### src/rtl/gpio_irq_pkg.sv
package gpio_irq_pkg;

    localparam int NPINS      = 32;
    localparam int BANK_W     = 16;
    localparam int NBANK      = NPINS / BANK_W;
    localparam int BANK_IDX_W = (NBANK > 1) ? $clog2(NBANK) : 1;
    localparam int ADDR_W     = 6;

    // Base offsets of the low bank; the high bank sits 2 bytes above.
    localparam logic [ADDR_W-1:0] OFF_STAT = 6'h08;
    localparam logic [ADDR_W-1:0] OFF_EN   = 6'h0C;
    localparam logic [ADDR_W-1:0] OFF_MODE = 6'h10;
    localparam logic [ADDR_W-1:0] OFF_POL  = 6'h14;
    localparam logic [ADDR_W-1:0] OFF_HOLD = 6'h18;
    localparam logic [ADDR_W-1:0] OFF_FALL = 6'h20;
    localparam logic [ADDR_W-1:0] OFF_RISE = 6'h24;

    typedef enum logic [2:0] {
        SEL_NONE,
        SEL_STAT,
        SEL_EN,
        SEL_MODE,
        SEL_POL,
        SEL_HOLD,
        SEL_FALL,
        SEL_RISE
    } reg_sel_e;

    typedef struct packed {
        reg_sel_e              sel;
        logic [BANK_IDX_W-1:0] bank;
    } reg_dec_t;

    // Per-pin configuration, one bit per pin in each field.
    typedef struct packed {
        logic [NPINS-1:0] en;
        logic [NPINS-1:0] mode;   // 1 = edge, 0 = level
        logic [NPINS-1:0] pol;    // 1 = active high
        logic [NPINS-1:0] hold;   // 1 = latch status
        logic [NPINS-1:0] fall;
        logic [NPINS-1:0] rise;
    } irq_cfg_t;

    function automatic reg_dec_t decode_addr(input logic [ADDR_W-1:0] a);
        reg_dec_t             d;
        logic [ADDR_W-1:0]    base;
        base   = {a[ADDR_W-1:2], 2'b00};
        d.bank = BANK_IDX_W'(a[1]);
        d.sel  = SEL_NONE;
        if (!a[0]) begin
            case (base)
                OFF_STAT: d.sel = SEL_STAT;
                OFF_EN:   d.sel = SEL_EN;
                OFF_MODE: d.sel = SEL_MODE;
                OFF_POL:  d.sel = SEL_POL;
                OFF_HOLD: d.sel = SEL_HOLD;
                OFF_FALL: d.sel = SEL_FALL;
                OFF_RISE: d.sel = SEL_RISE;
                default:  d.sel = SEL_NONE;
            endcase
        end
        return d;
    endfunction

endpackage

### src/rtl/gpio_irq_sync.sv
module gpio_irq_sync #(
    parameter int W = 32
) (
    input  logic         clk,
    input  logic         rst,
    input  logic [W-1:0] raw_i,
    output logic [W-1:0] cur_o,
    output logic [W-1:0] prv_o
);
    logic [W-1:0] meta_q;
    logic [W-1:0] cur_q;
    logic [W-1:0] prv_q;

    always_ff @(posedge clk) begin
        if (rst) begin
            meta_q <= '0;
            cur_q  <= '0;
            prv_q  <= '0;
        end else begin
            meta_q <= raw_i;
            cur_q  <= meta_q;
            prv_q  <= cur_q;
        end
    end

    assign cur_o = cur_q;
    assign prv_o = prv_q;
endmodule

### src/rtl/gpio_irq_cfg.sv
module gpio_irq_cfg
    import gpio_irq_pkg::*;
(
    input  logic              clk,
    input  logic              rst,
    input  logic              wr_en,
    input  reg_dec_t          dec,
    input  logic [BANK_W-1:0] wdata,
    output irq_cfg_t          cfg_o
);
    logic [NPINS-1:0] en_q, mode_q, pol_q, hold_q, fall_q, rise_q;

    always_ff @(posedge clk) begin
        if (rst) begin
            en_q   <= '0;
            mode_q <= '0;
            pol_q  <= '0;
            hold_q <= '0;
            fall_q <= '0;
            rise_q <= '0;
        end else if (wr_en) begin
            for (int b = 0; b < NBANK; b++) begin
                if (dec.bank == BANK_IDX_W'(b)) begin
                    case (dec.sel)
                        SEL_EN:   en_q[b*BANK_W +: BANK_W]   <= wdata;
                        SEL_MODE: mode_q[b*BANK_W +: BANK_W] <= wdata;
                        SEL_POL:  pol_q[b*BANK_W +: BANK_W]  <= wdata;
                        SEL_HOLD: hold_q[b*BANK_W +: BANK_W] <= wdata;
                        SEL_FALL: fall_q[b*BANK_W +: BANK_W] <= wdata;
                        SEL_RISE: rise_q[b*BANK_W +: BANK_W] <= wdata;
                        default: ;
                    endcase
                end
            end
        end
    end

    always_comb begin
        cfg_o.en   = en_q;
        cfg_o.mode = mode_q;
        cfg_o.pol  = pol_q;
        cfg_o.hold = hold_q;
        cfg_o.fall = fall_q;
        cfg_o.rise = rise_q;
    end
endmodule

### src/rtl/gpio_irq_detect.sv
module gpio_irq_detect
    import gpio_irq_pkg::*;
(
    input  logic [NPINS-1:0] cur_i,
    input  logic [NPINS-1:0] prv_i,
    input  irq_cfg_t         cfg_i,
    output logic [NPINS-1:0] cond_o
);
    for (genvar p = 0; p < NPINS; p++) begin : g_pin
        logic rise_ev, fall_ev, lvl_act;
        assign rise_ev = cfg_i.rise[p] &  cur_i[p] & ~prv_i[p];
        assign fall_ev = cfg_i.fall[p] & ~cur_i[p] &  prv_i[p];
        assign lvl_act = ~(cur_i[p] ^ cfg_i.pol[p]);
        assign cond_o[p] = cfg_i.mode[p] ? (rise_ev | fall_ev) : lvl_act;
    end
endmodule

### src/rtl/gpio_irq_status.sv
module gpio_irq_status
    import gpio_irq_pkg::*;
(
    input  logic             clk,
    input  logic             rst,
    input  logic [NPINS-1:0] cond_i,
    input  logic [NPINS-1:0] hold_i,
    input  logic [NPINS-1:0] clr_i,
    output logic [NPINS-1:0] stat_o
);
    logic [NPINS-1:0] stat_q;
    logic [NPINS-1:0] held_nxt;

    // A new detection wins over a clear in the same cycle.
    assign held_nxt = (stat_q & ~clr_i) | cond_i;

    always_ff @(posedge clk) begin
        if (rst) stat_q <= '0;
        else     stat_q <= (hold_i & held_nxt) | (~hold_i & cond_i);
    end

    assign stat_o = stat_q;
endmodule

### src/rtl/gpio_irq_unit.sv
module gpio_irq_unit
    import gpio_irq_pkg::*;
(
    input  logic              clk,
    input  logic              rst,
    input  logic [NPINS-1:0]  pin_i,
    input  logic              wr_en,
    input  logic [ADDR_W-1:0] addr,
    input  logic [BANK_W-1:0] wdata,
    output logic [BANK_W-1:0] rdata,
    output logic              irq_o
);
    reg_dec_t         dec;
    irq_cfg_t         cfg_q;
    logic [NPINS-1:0] cur_s, prv_s, cond, clr_vec, status_q;
    logic [NPINS-1:0] rd_vec;

    assign dec = decode_addr(addr);

    gpio_irq_sync #(.W(NPINS)) u_sync (
        .clk   (clk),
        .rst   (rst),
        .raw_i (pin_i),
        .cur_o (cur_s),
        .prv_o (prv_s)
    );

    gpio_irq_cfg u_cfg (
        .clk   (clk),
        .rst   (rst),
        .wr_en (wr_en),
        .dec   (dec),
        .wdata (wdata),
        .cfg_o (cfg_q)
    );

    gpio_irq_detect u_det (
        .cur_i  (cur_s),
        .prv_i  (prv_s),
        .cfg_i  (cfg_q),
        .cond_o (cond)
    );

    for (genvar b = 0; b < NBANK; b++) begin : g_clr
        assign clr_vec[b*BANK_W +: BANK_W] =
            (wr_en && dec.sel == SEL_STAT && dec.bank == BANK_IDX_W'(b)) ? wdata : '0;
    end

    gpio_irq_status u_stat (
        .clk    (clk),
        .rst    (rst),
        .cond_i (cond),
        .hold_i (cfg_q.hold),
        .clr_i  (clr_vec),
        .stat_o (status_q)
    );

    always_comb begin
        case (dec.sel)
            SEL_STAT: rd_vec = status_q;
            SEL_EN:   rd_vec = cfg_q.en;
            SEL_MODE: rd_vec = cfg_q.mode;
            SEL_POL:  rd_vec = cfg_q.pol;
            SEL_HOLD: rd_vec = cfg_q.hold;
            SEL_FALL: rd_vec = cfg_q.fall;
            SEL_RISE: rd_vec = cfg_q.rise;
            default:  rd_vec = '0;
        endcase
    end

    assign rdata = (dec.sel == SEL_NONE) ? '0 : rd_vec[dec.bank*BANK_W +: BANK_W];
    assign irq_o = |(status_q & cfg_q.en);
endmodule

### config.mk
export PLATFORM = sky130hd
export DESIGN_NAME = gpio_irq_unit
export DESIGN_NICKNAME = d
export VERILOG_FILES = /design/src/rtl/gpio_irq_pkg.sv /design/src/rtl/gpio_irq_sync.sv /design/src/rtl/gpio_irq_cfg.sv /design/src/rtl/gpio_irq_detect.sv /design/src/rtl/gpio_irq_status.sv /design/src/rtl/gpio_irq_unit.sv
export SDC_FILE = /design/constraint.sdc
export NUM_CORES = 1
export LEC_CHECK = 0
export BUFFER_PORTS_ARGS = -buffer_cell sky130_fd_sc_hd__buf_2
export CORE_ASPECT_RATIO = 0.7
export CORE_MARGIN = 2
export CORE_UTILIZATION = 55
export CTS_CLUSTER_SIZE = 10
export DETAILED_ROUTE_END_ITERATION = 12
export PLACE_DENSITY = 0.71
export SLEW_MARGIN = 5
export SYNTH_ARGS = -nofsm -noshare
export SYNTH_HDL_FRONTEND = slang
export SYNTH_HIERARCHICAL = 1
export SYNTH_SLANG_ARGS = --single-unit
### constraint.sdc
create_clock -name clk -period 2.5 [get_ports clk]
set_input_delay 0.125 -clock clk [delete_from_list [all_inputs] [get_ports clk]]
set_output_delay 0.125 -clock clk [all_outputs]
set_load 0.02 [all_outputs]
==> flow_summary.json <==
{
  "status": "complete, no violations",
  "synth_seq_area_share_pct": 43.3,
  "drc_errors": 0,
  "ant_nets": 0,
  "finalCriticalPeriod_ns": 2.40,
  "hold_viol": 0,
  "leakagePower_nw": 7.56,
  "diodes": 0,
  "io_pins": 74,
  "synth_area_um2": 14800,
  "cp_max_fo": 3,
  "async_reset_ff_share_pct": 0,
  "hold_path.class": "in2reg",
  "worstPathRequired_ns": 2.38,
  "overflow": 0,
  "clk_path_buf_depth": 3,
  "max_slew_margin_pct": 56.6,
  "peakVddDrop_mv": 0.457,
  "vias_per_cell": 6.06,
  "synth_edf_count": 0,
  "path_clk_slew_ns": 0.05,
  "final-setup-viol-count": 0,
  "dp_hpwl_um": 29600,
  "final_cell_mix": "dfxtp_1 (320), nand2b_1 (241), mux2i_1 (236), nor2b_1 (99), buf_2 (71)",
  "wl_per_cell_um": 22.8,
  "start_kind": "flip-flop",
  "syn-num-nets": 1532,
  "antenna_found_initial": 1,
  "drt_wl_total_um": 44200,
  "max-cap-violations": 0,
  "fin_cells": 1944,
  "p_per_area_nw_per_um2": 639,
  "max_slew.worst_pin.slew_ns": 0.649,
  "die-area_um2": 28300,
  "row_count": 50,
  "clock_sinks": 320,
  "core_um2": 26600,
  "synth_cell_types": 46,
  "cp-startpoint": "u_stat/stat_o[8]",
  "fp.dieH_um": 141,
  "via_count": 11800,
  "drive_gt1_share_pct": 12.8,
  "setup.worst_path.end": "irq_o",
  "syn_to_final_growth_pct": 14.5,
  "r2r_start": "u_sync/cur_o[2]",
  "numCtsBuffers": 37,
  "port_buffers": 73,
  "ys_ff_latch": 320,
  "fp.dieW_um": 200,
  "clock_latency_ns": 0.54,
  "rsz0062_at_grt": "no",
  "layout.nets": 1636,
  "post-route-period-util_pct": 95.9,
  "ys.flop_type": "dfxtp_1",
  "final_max_slew_viol_count": 0,
  "reg2reg_depth": 4,
  "cts_tree": "done",
  "path_class": "reg2out",
  "grt_pass1_vias": 11300,
  "r2r-end": "u_stat/stat_o[2]",
  "start_util_pct": 55.7,
  "fin_tns_setup_ns": 0,
  "fin_skew_ns": 0.0142,
  "gp_congestion": 0.904,
  "grt_pass1_wl_um": 68000,
  "crit_path_end_kind": "output pin",
  "final_common_cell": "dfxtp_1",
  "grt_max_degree": 53,
  "dp.cells": 1865,
  "fmax_mhz": 417,
  "first_iter_violations": 1204,
  "synthCells": 1475,
  "avgSynthCellArea_um2": 10.0,
  "first_pass_iters": 6,
  "arrival_ns": 2.27,
  "r2r_setup_slack_ns": 1.34,
  "cts_setup_buffers": 0,
  "yosys_warnings": 6,
  "cts-root-buf": "clkbuf_16",
  "grt_use_total_pct": 31.1,
  "htreeDepth": 2
}
-- how the worst min path moves through the flow --
stage / from / to / cells after the start
after CTS: wdata[6] / u_stat/stat_o[6] / 4
after global routing: wdata[6] / u_stat/stat_o[6] / 4
after detailed placement: pin_i[7] / u_sync/meta_q[7] / 2
after global placement: pin_i[7] / u_sync/meta_q[7] / 2
final: wdata[6] / u_stat/stat_o[6] / 4
after floorplan: rst / u_stat/stat_o[24] / 1
-- state kept, by name, indices dropped and copies added, names as in the netlist --
register,cells
u_cfg/rise_q,32
u_cfg/mode_q,32
u_sync/meta_q,32
u_stat/stat_o,32
u_cfg/fall_q,32
u_cfg/en_q,32
u_cfg/pol_q,32
u_cfg/hold_q,32
u_sync/cur_o,32
u_sync/prv_o,32
-- cells by family after synthesis --
group	count (synthesis)	synth area share (%)
DFF	320	43.3
and+or+nand+nor	547	23.3
AOI/OAI and AO/OA	220	11.6
xor gates and xnor gates	1	0.0591
muxes	250	17.0
buffers and inverters	137	4.77
-- report_power, final --
group / switching, W / internal [W]
clock network: 0.00203 / 0.00273
logic: 0.000422 / 0.000331
registers: 0.000103 / 0.00522
total: 0.00255 / 0.00828
-- metrics by stage --
step | area [um2] | hold slack [ns] | total power [W] | setup slack (ns) | util, %
final | 17000 | 0.0125 | 0.0108 | 0.102 | 63.8
after global routing | 17000 | 0.0213 | 0.0111 | 0.101 | 63.8
after CTS | 16900 | 0.00173 | 0.0109 | 0.0890 | 63.7
after detailed placement | 15600 | 0.338 | 0.00611 | 0.259 | 58.6
after global placement | 15600 | 0.332 | 0.00610 | 0.341 | 58.6
after floorplan | 14800 | 0.194 | 0.00585 | 0.309 | -
-- critical path: stages (launching register included) --
cell,delay (ns)
dfxtp_1,0.39
a22oi_2,0.32
nand4_1,0.24
or4_1,0.57
buf_2,0.21
-- area by class of cell --
class | instances | area (um2)
inverter | 34 | 128
timing repair buffer | 168 | 1270
multi-input combinational | 1018 | 7700
fill | 2227 | 9640
sequential | 320 | 6410
tap | 364 | 455
clock buffer | 39 | 976
clock inverter | 1 | 8.76
-- metal layers --
layer  up-vias  global-route usage, %  routed length (um)
li1       5351                      -                   -
met1      5835                   46.1               20500
met2       522                   46.2               18900
met3        72                   5.67                3980
met4         0                   8.84                 867
met5         -                      0                   0
-- cell usage after synthesis, drive strengths merged, types with 12 or more instances --
library cell | instances | share of area, %
dfxtp | 320 | 43
nand2b | 242 | 10
mux2i | 236 | 16
nor2b | 99 | 4.2
nand3b | 64 | 3.2
buf | 55 | 2.7
clkbuf | 48 | 1.2
a21oi | 46 | 1.6
a22oi | 43 | 2.2
and2 | 36 | 1.5
nand3 | 36 | 1.3
inv | 34 | 0.86
nor2 | 34 | 0.88
a32oi | 32 | 1.9
o21ba | 32 | 2.2
a221oi | 24 | 1.5
a211oi | 17 | 0.86
mux2 | 14 | 1.1
nand2 | 12 | 0.32
-- timing repair --
item                                    in CTS  in global routing
hold endpoints to repair                    41                  0
endpoints found under the setup margin       0                  1
hold buffers                                39                  0
gates resized for setup                      0                  1
Note: power is estimated with default switching activity, not from simulation.
